[config.mk]
export PLATFORM = sky130hd
export DESIGN_NAME = uart_irq_ident
export DESIGN_NICKNAME = d
export VERILOG_FILES = /design/src/rtl/uart_irq_pkg.sv /design/src/rtl/irq_src_latch.sv /design/src/rtl/irq_tx_fsm.sv /design/src/rtl/irq_ident_enc.sv /design/src/rtl/uart_irq_ident.sv
export SDC_FILE = /design/constraint.sdc
export NUM_CORES = 1
export LEC_CHECK = 0
export BUFFER_PORTS_ARGS = -buffer_cell sky130_fd_sc_hd__buf_2
export CORE_AREA = 2 2 39 41
export CTS_BUF_LIST = sky130_fd_sc_hd__clkbuf_2 sky130_fd_sc_hd__clkbuf_4 sky130_fd_sc_hd__clkbuf_8
export DETAILED_ROUTE_END_ITERATION = 7
export DIE_AREA = 0 0 41 43
export GPL_TIMING_DRIVEN = 1
export PLACE_DENSITY = 0.54
export SLEW_MARGIN = 20
export SYNTH_ARGS = -nofsm -noshare
export SYNTH_HDL_FRONTEND = slang
export SYNTH_SLANG_ARGS = --single-unit
[constraint.sdc]
create_clock -name clk -period 0.9 [get_ports clk]
set_clock_uncertainty 0.15 [all_clocks]
set_input_delay 0.09 -clock clk [delete_from_list [all_inputs] [get_ports clk]]
set_output_delay 0.09 -clock clk [all_outputs]
set_load 0.05 [all_outputs]
[src/rtl/uart_irq_pkg.sv]
package uart_irq_pkg;

    // state of a simple set/clear interrupt source
    typedef enum logic {
        LT_IDLE = 1'b0,
        LT_PEND = 1'b1
    } latch_state_t;

    // state of the transmit-empty source
    typedef enum logic {
        TX_QUIET = 1'b0,
        TX_REQ   = 1'b1
    } tx_state_t;

    // codes for ident[2:1], highest priority first
    localparam logic [1:0] CODE_LINE = 2'd3;
    localparam logic [1:0] CODE_RX   = 2'd2;
    localparam logic [1:0] CODE_TX   = 2'd1;
    localparam logic [1:0] CODE_NONE = 2'd0;

    // index of each simple source in the generated latch array
    localparam int SRC_LINE = 0;
    localparam int SRC_RX   = 1;
    localparam int N_SIMPLE = 2;

endpackage

[src/rtl/irq_src_latch.sv]
module irq_src_latch
    import uart_irq_pkg::*;
(
    input  logic clk,
    input  logic rst_n,
    input  logic enable,
    input  logic set_ev,
    input  logic clr_ev,
    output logic pend
);

    latch_state_t state_q;
    latch_state_t state_d;

    // state register
    always_ff @(posedge clk) begin
        if (!rst_n) begin
            state_q <= LT_IDLE;
        end else begin
            state_q <= state_d;
        end
    end

    // next state: an enabled event wins over a clear in the same cycle
    always_comb begin
        state_d = state_q;
        unique case (state_q)
            LT_IDLE: begin
                if (enable && set_ev) begin
                    state_d = LT_PEND;
                end
            end
            LT_PEND: begin
                if (!enable) begin
                    state_d = LT_IDLE;
                end else if (clr_ev && !set_ev) begin
                    state_d = LT_IDLE;
                end
            end
            default: state_d = LT_IDLE;
        endcase
    end

    // output
    always_comb begin
        pend = (state_q == LT_PEND);
    end

    // an enabled event always leaves the source pending
    a_r9_set_wins: assert property (@(posedge clk) disable iff (!rst_n)
        (enable && set_ev) |=> pend);

    // a clear without a new event drops the source
    a_r10_clear_drops: assert property (@(posedge clk) disable iff (!rst_n)
        (clr_ev && !set_ev) |=> !pend);

    // a low enable never leaves a pending source behind
    a_r11_disable_drops: assert property (@(posedge clk) disable iff (!rst_n)
        !enable |=> !pend);

endmodule

[src/rtl/irq_tx_fsm.sv]
module irq_tx_fsm
    import uart_irq_pkg::*;
(
    input  logic clk,
    input  logic rst_n,
    input  logic enable,
    input  logic thr_empty,
    input  logic hold_wr,
    input  logic ident_rd,
    input  logic higher_pend,
    output logic pend
);

    tx_state_t state_q;
    tx_state_t state_d;
    logic      en_q;
    logic      empty_q;
    logic      arm;
    logic      rd_clear;

    // state register and edge history
    always_ff @(posedge clk) begin
        if (!rst_n) begin
            state_q <= TX_QUIET;
            en_q    <= 1'b0;
            empty_q <= 1'b0;
        end else begin
            state_q <= state_d;
            en_q    <= enable;
            empty_q <= thr_empty;
        end
    end

    // arm on enable rising while empty, or empty rising while enabled
    always_comb begin
        arm      = enable && thr_empty && !(en_q && empty_q);
        rd_clear = ident_rd && !higher_pend;
    end

    // next state: write / disable beat arm; arm beats an identification read
    always_comb begin
        state_d = state_q;
        unique case (state_q)
            TX_QUIET: begin
                if (arm && !hold_wr) begin
                    state_d = TX_REQ;
                end
            end
            TX_REQ: begin
                if (hold_wr || !enable) begin
                    state_d = TX_QUIET;
                end else if (rd_clear && !arm) begin
                    state_d = TX_QUIET;
                end
            end
            default: state_d = TX_QUIET;
        endcase
    end

    // output
    always_comb begin
        pend = (state_q == TX_REQ);
    end

    // enable rising over an empty holding register raises the request
    a_r5_enable_arms: assert property (@(posedge clk) disable iff (!rst_n)
        ($rose(enable) && thr_empty && !hold_wr) |=> pend);

    // a holding-register write clears the request
    a_r6_write_clears: assert property (@(posedge clk) disable iff (!rst_n)
        hold_wr |=> !pend);

    // a read while a higher source is pending keeps the request
    a_r8_read_keeps: assert property (@(posedge clk) disable iff (!rst_n)
        (pend && ident_rd && higher_pend && enable && !hold_wr) |=> pend);

    // a read with nothing higher pending and no new arm clears it
    a_r7_read_clears: assert property (@(posedge clk) disable iff (!rst_n)
        (pend && ident_rd && !higher_pend && !arm) |=> !pend);

endmodule

[src/rtl/irq_ident_enc.sv]
module irq_ident_enc
    import uart_irq_pkg::*;
#(
    parameter int IDENT_W = 8
) (
    input  logic               line_pend,
    input  logic               rx_pend,
    input  logic               tx_pend,
    output logic [IDENT_W-1:0] ident
);

    logic [1:0] code;

    // fixed priority: line errors, then receive data, then transmit empty
    always_comb begin
        if (line_pend) begin
            code = CODE_LINE;
        end else if (rx_pend) begin
            code = CODE_RX;
        end else if (tx_pend) begin
            code = CODE_TX;
        end else begin
            code = CODE_NONE;
        end
    end

    always_comb begin
        ident       = '0;
        ident[2:1]  = code;
        ident[0]    = (code == CODE_NONE);
    end

endmodule

[src/rtl/uart_irq_ident.sv]
module uart_irq_ident
    import uart_irq_pkg::*;
#(
    parameter int ERR_W   = 4,
    parameter int IDENT_W = 8
) (
    input  logic               clk,
    input  logic               rst_n,
    input  logic               en_line,
    input  logic               en_rx,
    input  logic               en_tx,
    input  logic [ERR_W-1:0]   err_ev,
    input  logic               rx_ready,
    input  logic               thr_empty,
    input  logic               hold_wr,
    input  logic               ident_rd,
    input  logic               rxbuf_rd,
    input  logic               linestat_rd,
    output logic               irq_line,
    output logic               irq_rx,
    output logic               irq_tx,
    output logic [IDENT_W-1:0] ident
);

    logic [N_SIMPLE-1:0] src_en;
    logic [N_SIMPLE-1:0] src_set;
    logic [N_SIMPLE-1:0] src_clr;
    logic [N_SIMPLE-1:0] src_pend;
    logic                tx_pend;
    logic                higher_pend;

    always_comb begin
        src_en[SRC_LINE]  = en_line;
        src_set[SRC_LINE] = |err_ev;
        src_clr[SRC_LINE] = linestat_rd;
        src_en[SRC_RX]    = en_rx;
        src_set[SRC_RX]   = rx_ready;
        src_clr[SRC_RX]   = rxbuf_rd;
    end

    // one set/clear machine per simple source
    for (genvar g = 0; g < N_SIMPLE; g++) begin : g_src
        irq_src_latch u_latch (
            .clk    (clk),
            .rst_n  (rst_n),
            .enable (src_en[g]),
            .set_ev (src_set[g]),
            .clr_ev (src_clr[g]),
            .pend   (src_pend[g])
        );
    end

    always_comb begin
        higher_pend = |src_pend;
    end

    irq_tx_fsm u_tx (
        .clk         (clk),
        .rst_n       (rst_n),
        .enable      (en_tx),
        .thr_empty   (thr_empty),
        .hold_wr     (hold_wr),
        .ident_rd    (ident_rd),
        .higher_pend (higher_pend),
        .pend        (tx_pend)
    );

    irq_ident_enc #(.IDENT_W(IDENT_W)) u_enc (
        .line_pend (src_pend[SRC_LINE]),
        .rx_pend   (src_pend[SRC_RX]),
        .tx_pend   (tx_pend),
        .ident     (ident)
    );

    always_comb begin
        irq_line = src_pend[SRC_LINE];
        irq_rx   = src_pend[SRC_RX];
        irq_tx   = tx_pend;
    end

    // bit 0 low exactly when some request line is high
    a_r4_pending_bit: assert property (@(posedge clk) disable iff (!rst_n)
        ident[0] == !(irq_line || irq_rx || irq_tx));

    // a line error request always reports the line code
    a_r3_line_first: assert property (@(posedge clk) disable iff (!rst_n)
        irq_line |-> (ident == IDENT_W'(6)));

    // receive data outranks transmit empty
    a_r3_rx_over_tx: assert property (@(posedge clk) disable iff (!rst_n)
        (!irq_line && irq_rx) |-> (ident == IDENT_W'(4)));

    // with line errors disabled an error pulse raises nothing
    a_r2_line_gated: assert property (@(posedge clk) disable iff (!rst_n)
        !en_line |=> !irq_line);

endmodule

==> impl_metrics.csv, run 1 <==
group,metric,value,unit
pwr,seqPwrFrac,29.8,%
synth,synth_area,259,um2
run_status,status,"complete, but fails checks",
synth,synth_warnings,0,
placed_design,dp_slack,-0.253,ns
synth,synthFlopType,"dfxtp_1",
timing,rsz0062_at_grt,"yes",
die,start_util,18.7,%
layout,stdcell_area,562,um2
synth,ys_seq_area_share,38.6,%
grt,globalRouteOverflowTotal,0,
flow_run,cap_violations,0,
timing,setup_viol,8,
timing,hold_viol_final,4,
placed_design,place_area,388,um2
placed_design,dp.final_hpwl,494,um
worst_setup_path,reg2reg_slack,-0.24,ns
drt,ant_nets,0,
worst_setup_path,worst-path-max-fanout,4,
synth,synth_area_leaders,"dfxtp_1, buf_4, and2_1",
worst_setup_path,required,0.66,ns
drt,drc,0,
pwr,p_clk_share,36.2,%
worst_setup_path,crit_end,"ident[1]",
pwr,swShare,31.3,%
layout,drive_above_1_share,63.3,%
synth,avgSynthCellArea,9.25,um2
grt,antenna_found_initial,0,
timing,slew_viol_final,0,
grt,grt_pass1_wl,903,um
die,io_pins,26,
pwr,power.density,1400,nW/um2
synth,ys_top_cells_by_count,"buf_4, dfxtp_1, and2_1",
layout,nFillCells,141,
synth,yosysUniqueCellTypes,19,
grt,track_usage,8.44,%
timing,worst_slack,-0.402,ns
synth,yosys.area.top_type_share,38.6,%
synth,syn-instance-count,28,
layout,final_core_util,40.6,%
grt,grt_pass1_vias,246,
clocking,clk_pin_slew_worst_paths,0.04,ns
drt,first_pass_iters,1,
placed_design,finalWeightedCongestion,0.630,
layout,layout.nets,76,
worst_setup_path,cp-end-kind,"primary output",
clocking,cts.sinks,5,
die,rows,14,
timing,post-route-period-util,145,%
pwr,p_switching,246,uW
die,fp.dieArea,1760,um2
drt,vias_per_cell,3.82,
clocking,cts_root_buf,"clkbuf_4",
clocking,clk_latency,0.24,ns
clocking,cts_buffers,3,
die,die_h,43,um
grt,grt_max_degree,7,
synth,synth_largest_area_cell,"dfxtp_1",
run_status,violations,"negative hold slack, negative setup slack",
worst_setup_path,critical_path_class,"register to primary output",
timing,fmax,768,MHz
min_path,holdCritStartpoint,"rx_ready",
worst_setup_path,r2r_cells,4,
worst_setup_path,rr_startpoint,"g_src[1].u_latch.pend",
timing,layout_min_cycle_time,1.30,ns
pwr,power_frac_comb,34.0,%
synth,postSynth.asyncResetShare,0,%
worst_setup_path,worstPathArrival,1.06,ns
clocking,cts_tree,"yes",
layout,diodes,0,
pwr,leakage,0.000282,uW
drt,vias,290,
drt,wl,697,um
worst_setup_path,cp-start-kind,"register",
drt,routedWlPerCell,9.17,um
clocking,cts-htree-levels,1,
layout,syn_to_final_growth,117,%
pwr,p_total,786,uW
worst_setup_path,timing.rr.end,"g_src[1].u_latch.pend",
pwr,internal_power,540,uW
die,coreArea,1380,um2
pwr,irDropWorstVdd,0.000559,V
drt,drtIter0Drc,0,
timing,hold_ws,-0.0725,ns
clocking,cts.path.max_buffers,2,
synth,synth_edf_count,0,
die,die_x,41,um
worst_setup_path,startpoint,"g_src[1].u_latch.pend",
min_path,hp-class,"input pin to register",
placed_design,port_buffers,20,
synth,synth_seq_cells,5,
==> registers in the layout, indices dropped and copies added (netlist names) <==
signal and cells:
u_tx.en_q 1, u_tx.pend 1, u_tx.empty_q 1, g_src.u_latch.pend 2
==> per-stage QoR <==
| step | setup TNS [ns] | std cells |
|---|---|---|
| global route | -2.43 | 76 |
| finish | -2.14 | 76 |
| global placement | -0.902 | 65 |
| floorplan | -0.697 | 32 |
| CTS | -2.13 | 73 |
| detailed placement | -0.913 | 65 |
==> per-layer routing <==
| layer | track usage [%] | vias up | part of all wire (%) |
|---|---|---|---|
| li1 | - | 150 | - |
| met1 | 7.42 | 128 | 35 |
| met2 | 11.6 | 10 | 57 |
| met3 | 6.28 | 2 | 6.2 |
| met4 | 8.00 | 0 | 1.7 |
| met5 | 0 | - | 0 |
==> cell families after synthesis <==
group                  Yosys count  share of synthesized area [%]
AND/OR/NAND/NOR                 11                           28.5
other                            1                           1.45
AO/OA/AOI/OAI                    5                           15.5
flip-flops                       5                           38.6
buffers and inverters            6                           15.9
==> what timing repair did <==
item                       4_1_cts  5_1_grt
hold endpoints to repair         5        3
pin swaps                        1        3
buffers inserted                 1        2
setup endpoints to repair        8        9
gates cloned                     0        0
hold buffers                     3        1
gates resized for setup         13       10
==> layout make-up <==
class | count | area (um2) | area share (%)
Clock buffer | 4 | 30.0 | 5.35
Multi-Input combinational cell | 21 | 154 | 27.4
Tap cell | 16 | 20.0 | 3.56
Inverter | 1 | 3.75 | 0.668
Sequential cell | 5 | 111 | 19.8
Timing Repair Buffer | 29 | 243 | 43.2
==> cell usage in the layout, fill, tap and decap left out, drive strengths merged <==
cell type / Yosys / routed
nor3b: 1 / 1
nor2b: 1 / 1
a21oi: 1 / 1
dlygate4sd3: 0 / 4
a21bo: 1 / 1
nand2: 1 / 1
buf: 5 / 25
a21o: 1 / 1
nor4: 1 / 1
conb: 1 / 5
nor2: 1 / 1
nand2b: 1 / 1
nand4b: 1 / 1
clkbuf: 0 / 4
inv: 1 / 1
dfxtp: 5 / 5
o22ai: 1 / 1
or2: 1 / 1
o211a: 1 / 1
and2: 2 / 2
nand3b: 1 / 1
==> worst min path at each step <==
stage / endpoint / slack [ns] / cells past startpoint
after CTS: u_tx.en_q / -0.07 / 2
after detailed placement: g_src[0].u_latch.pend / 0.16 / 3
after global routing: g_src[1].u_latch.pend / -0.06 / 2
after global placement: g_src[0].u_latch.pend / 0.16 / 3
after floorplan: g_src[0].u_latch.pend / 0.05 / 2
final: g_src[1].u_latch.pend / -0.07 / 2
==> critical path, cell delays in order, from the launching register on <==
cell and delay [ns]:
dfxtp_4 0.34, buf_6 0.11, inv_1 0.04, a21o_2 0.19
buf_8 0.15
==> power groups by stage <==
stage | Clock [uW] | Sequential (uW) | Combinational [uW]
after floorplan | 0 | 261 | 138
after global placement | 0 | 237 | 203
after detailed placement | 0 | 238 | 204
after CTS | 299 | 234 | 240
after global routing | 307 | 236 | 282
final | 285 | 234 | 267
Note: power is estimated with default switching activity, not from simulation.
==> run 2, diff against run 1 <==
Settings changed: PLACE_DENSITY 0.54 to 0.5.
Clock period 0.9 ns to 1.4 ns, I/O delays scaled along.
==> run 2 against run 1 <==
The run now ends clean. Count of clock-buffer cells in the layout unchanged. Final area fell by 19%. Core utilization down 7.8 points. Cell count shrank 5.3%. Combinational power shrank 47%. Critical endpoint is now ident[0]. First-iteration DRC count unchanged. Register-to-register slack better by 0.73 ns. Sequential cell count unchanged. Die area unchanged. Via count decreased by 4.1%.
==> impl_metrics.csv, run 2 (synthesis results as in run 1) <==
group,metric,value,unit
worst_setup_path,critical_path_class,"register to primary output",
placed_design,dp_slack,0.188,ns
clocking,cts-htree-levels,1,
grt,busiest_layer,"met2",
timing,slew_viol_final,0,
worst_setup_path,rr_startpoint,"g_src[1].u_latch.pend",
clocking,cts_buffers,3,
drt,ant_nets,0,
clocking,cts.sinks,5,
grt,track_usage,8.55,%
clocking,cts_root_buf,"clkbuf_4",
grt,globalRouteOverflowTotal,0,
timing,finalSetupTns,0,ns
timing,worst_slack,0.0442,ns
drt,drc,0,
flow_run,cap_violations,0,
placed_design,finalWeightedCongestion,0.628,
pwr,seqPwrFrac,32.2,%
worst_setup_path,cp-start-kind,"register",
pwr,power.density,1070,nW/um2
layout,largest_reg_flops,2,
layout,final_common_cell,"buf_2",
die,rows,14,
placed_design,port_buffers,20,
drt,routedWlPerCell,8.49,um
die,fp.dieArea,1760,um2
grt,grt_pass1_wl,924,um
pwr,internal_power,328,uW
grt,grtUsageMet1,8.09,%
drt,drtIter0Drc,0,
die,start_util,18.7,%
timing,setup_viol,0,
pwr,p_switching,157,uW
worst_setup_path,cp-end-kind,"primary output",
clocking,clk_pin_slew_worst_paths,0.05,ns
drt,vias,278,
timing,layout_min_cycle_time,1.36,ns
clocking,cts_tree,"yes",
drt,vias_per_cell,3.86,
layout,syn_to_final_growth,75.4,%
pwr,irDropWorstVdd,0.000355,V
worst_setup_path,reg2reg_slack,0.49,ns
placed_design,dp.final_hpwl,492,um
drt,wl,611,um
die,die_x,41,um
layout,diodes,0,
timing,hold_ws,0.00350,ns
run_status,status,"completed",
grt,use_met3,6.28,%
worst_setup_path,worst-path-max-fanout,5,
pwr,leakage,0.000241,uW
worst_setup_path,r2r_cells,2,
grt,grtUsageMet2,11.3,%
layout,drive_above_1_share,51.8,%
layout,layout.nets,72,
pwr,swShare,32.3,%
die,coreArea,1380,um2
die,io_pins,26,
pwr,power_frac_comb,29.0,%
grt,grt_max_degree,7,
layout,final_cell_mix,"buf_2, conb_1, dlygate4sd3_1, clkbuf_4, dfxtp_1",
worst_setup_path,timing.rr.end,"g_src[1].u_latch.pend",
min_path,hp-class,"input pin to register",
clocking,cts_setup_buffers,0,
grt,grt_pass1_vias,244,
worst_setup_path,worstPathArrival,1.07,ns
drt,first_pass_iters,1,
grt,antenna_found_initial,0,
layout,stdcell_area,454,um2
clocking,clk_latency,0.24,ns
timing,rsz0062_at_grt,"no",
min_path,holdPathStages,3,
pwr,p_clk_share,38.8,%
clocking,cts.path.max_buffers,2,
die,die_h,43,um
timing,hold_viol_final,0,
timing,post-route-period-util,96.8,%
placed_design,place_area,364,um2
min_path,hold_end,"g_src[0].u_latch.pend",
min_path,holdCritStartpoint,"linestat_rd",
worst_setup_path,required,1.11,ns
timing,fmax,738,MHz
## run 2: worst max-delay path by stage
stage                           to                   from  slack (ns)  cells after the start
after floorplan           ident[0]  g_src[1].u_latch.pend        0.04                      2
after detailed placement  ident[0]  g_src[1].u_latch.pend        0.19                      3
final                     ident[0]  g_src[1].u_latch.pend        0.04                      3
after global routing      ident[0]  g_src[1].u_latch.pend       0.006                      3
after global placement    ident[0]  g_src[1].u_latch.pend        0.20                      3
after CTS                 ident[0]  g_src[1].u_latch.pend        0.02                      3
## run 2: layer usage
layer	part of all wire (%)	up-vias	wire length (um)
li1	-	143	-
met1	39	121	238
met2	50	12	307
met3	7.4	2	45
met4	3.1	0	19
met5	0	-	0
## run 2: worst max-delay path, stage by stage, from the launching register on
cell and delay (ns):
dfxtp_2 0.33, or2_4 0.26, nor2_4 0.09, buf_8 0.15
## run 2: power groups by stage
stage / logic (uW) / clock network (uW) / registers (uW)
final: 141 / 188 / 156
after global routing: 149 / 206 / 157
after CTS: 139 / 193 / 156
after detailed placement: 124 / 0 / 159
after global placement: 124 / 0 / 158
after floorplan: 89.0 / 0 / 171
## run 2: stage by stage
| step | utilization, % | total power (uW) | std cells |
|---|---|---|---|
| 6_report | 32.8 | 485 | 72 |
| 2_1_floorplan | - | 260 | 32 |
| 3_5_place_dp | 26.3 | 283 | 63 |
| 4_1_cts | 32.5 | 488 | 72 |
| 3_3_place_gp | 26.3 | 282 | 63 |
| 5_1_grt | 32.8 | 512 | 72 |
## run 2: layout make-up
type                            count  area, um2
Clock buffer                        4       30.0
Fill cell                         157        930
Inverter                            1       3.75
Multi-Input combinational cell     21        138
Sequential cell                     5        103
Tap cell                           16       20.0
Timing Repair Buffer               25        160
## run 2: what timing repair did
item                                    CTS  global route
hold buffers                              5             0
resized for setup                         2             1
pin swaps                                 0             1
endpoints found under the hold margin     4             0
endpoints found under the setup margin    1             1
==> run 3, diff against run 2 <==
Settings changed: PLACE_DENSITY 0.5 to 0.57.
==> run 3 against run 2 <==
Maximum frequency down 0.46%. Sequential cell count unchanged. Count of clock-buffer cells in the layout unchanged. Hold slack better by 0.014 ns. Non-clock buffer count up 5. Via count up 7.2%. Sequential power about the same. Largest cell class unchanged. Power up 2.0%. Critical path depth unchanged.
==> impl_metrics.csv, run 3 (synthesis results as in run 1) <==
group,metric,value,unit
run_status,status,"completed",
die,io_pins,26,
worst_setup_path,worst-path-max-fanout,5,
drt,ant_nets,0,
placed_design,place_area,364,um2
grt,track_usage,9.86,%
layout,syn_to_final_growth,96.6,%
die,start_util,18.7,%
pwr,internal_power,337,uW
clocking,cts.path.max_buffers,2,
clocking,clk_pin_slew_worst_paths,0.04,ns
grt,grt_pass1_vias,270,
pwr,p_clk_share,37.7,%
clocking,cts.sinks,5,
pwr,power.density,971,nW/um2
placed_design,dp.final_hpwl,469,um
timing,finalSetupTns,0,ns
die,fp.dieArea,1760,um2
clocking,cts-htree-levels,1,
die,rows,14,
worst_setup_path,cp-end-kind,"primary output",
grt,grt_pass1_wl,1.06,mm
drt,vias,298,
layout,final_common_cell,"buf_2",
die,coreArea,1380,um2
placed_design,port_buffers,20,
clocking,clk_latency,0.24,ns
flow_run,cap_violations,0,
pwr,power_frac_comb,31.0,%
pwr,leakage,0.000262,uW
worst_setup_path,cp-start-kind,"register",
layout,diodes,0,
timing,setup_viol,0,
drt,first_pass_iters,2,
timing,fmax,734,MHz
worst_setup_path,required,1.11,ns
grt,grt_max_degree,7,
drt,routedWlPerCell,9.21,um
layout,drive_above_1_share,47.5,%
drt,drc,0,
layout,layout.nets,77,
grt,globalRouteOverflowTotal,0,
grt,antenna_found_initial,0,
worst_setup_path,worstPathArrival,1.07,ns
drt,wl,709,um
clocking,cts_setup_buffers,0,
min_path,hp-class,"input pin to register",
timing,rsz0062_at_grt,"yes",
timing,slew_viol_final,0,
clocking,cts_root_buf,"clkbuf_4",
drt,drtIter0Drc,5,
pwr,irDropWorstVdd,0.000585,V
clocking,cts_tree,"yes",
clocking,cts_buffers,3,
die,die_x,41,um
timing,layout_min_cycle_time,1.36,ns
layout,largest_reg_flops,2,
worst_setup_path,critical_path_class,"register to primary output",
timing,post-route-period-util,97.3,%
drt,vias_per_cell,3.87,
timing,hold_viol_final,0,
die,die_h,43,um
placed_design,finalWeightedCongestion,0.622,
layout,stdcell_area,509,um2
pwr,p_switching,157,uW
pwr,swShare,31.8,%
layout,final_cell_mix,"buf_2, dlygate4sd3_1, conb_1, clkbuf_4, dfxtp_1",
pwr,seqPwrFrac,31.3,%
run 3: cell types whose count changed in the layout (fill, tap and decap cells not counted), sizes merged:
cell / delta
buf: -1
clkbuf: +1
dlygate4sd3: +5
run 3: power by group through the flow:
stage / combinational (uW) / sequential (uW) / clock, uW
after floorplan: 89.0 / 171 / 0
after global placement: 124 / 158 / 0
after detailed placement: 124 / 159 / 0
after CTS: 149 / 156 / 198
after global routing: 163 / 156 / 214
final: 153 / 155 / 186
run 3: per-layer routing:
layer	up-vias	track usage, %	part of all wire (%)
met1	131	10.7	40
li1	151	-	-
met4	0	4.00	0
met5	-	0	0
met3	0	9.42	10
met2	16	12.8	50
run 3: timing repair:
item                       in CTS  in global routing
hold buffers                   10                  0
gates cloned                    0                  0
hold endpoints to repair        4                  0
pin swaps                       0                  2
setup endpoints to repair       1                  2
gates resized for setup         2                  3
run 3: worst paths after layout:
path	start	endpoint	slack [ns]	cells past startpoint
max reg2reg	g_src[0].u_latch.pend	u_tx.pend	0.47	2
max	g_src[0].u_latch.pend	ident[0]	0.04	3
min	rst_n	g_src[0].u_latch.pend	0.02	3
min reg2reg	g_src[0].u_latch.pend	g_src[0].u_latch.pend	0.35	2
run 3: final cells by class:
type,count,area [um2]
Clock buffer,4,30.0
Fill cell,150,875
Inverter,1,3.75
Multi-Input combinational cell,21,138
Sequential cell,5,105
Tap cell,16,20.0
Timing Repair Buffer,30,213
run 3: worst max-delay path, stage by stage, from the launching register on:
cell	delay [ns]
dfxtp_2	0.33
or2_4	0.26
nor2_4	0.09
buf_8	0.15
run 3: metrics by stage:
| stage | setup slack, ns | power, uW | utilization (%) | hold WS (ns) | instances |
|---|---|---|---|---|---|
| 6_report | 0.0379 | 495 | 36.8 | 0.0172 | 77 |
| 5_1_grt | -0.0202 | 533 | 36.8 | 0.0244 | 77 |
| 4_1_cts | 0.00504 | 503 | 36.2 | 0.00768 | 77 |
| 3_5_place_dp | 0.183 | 283 | 26.3 | 0.211 | 63 |
| 3_3_place_gp | 0.199 | 282 | 26.3 | 0.211 | 63 |
| 2_1_floorplan | 0.0359 | 260 | - | 0.0987 | 32 |
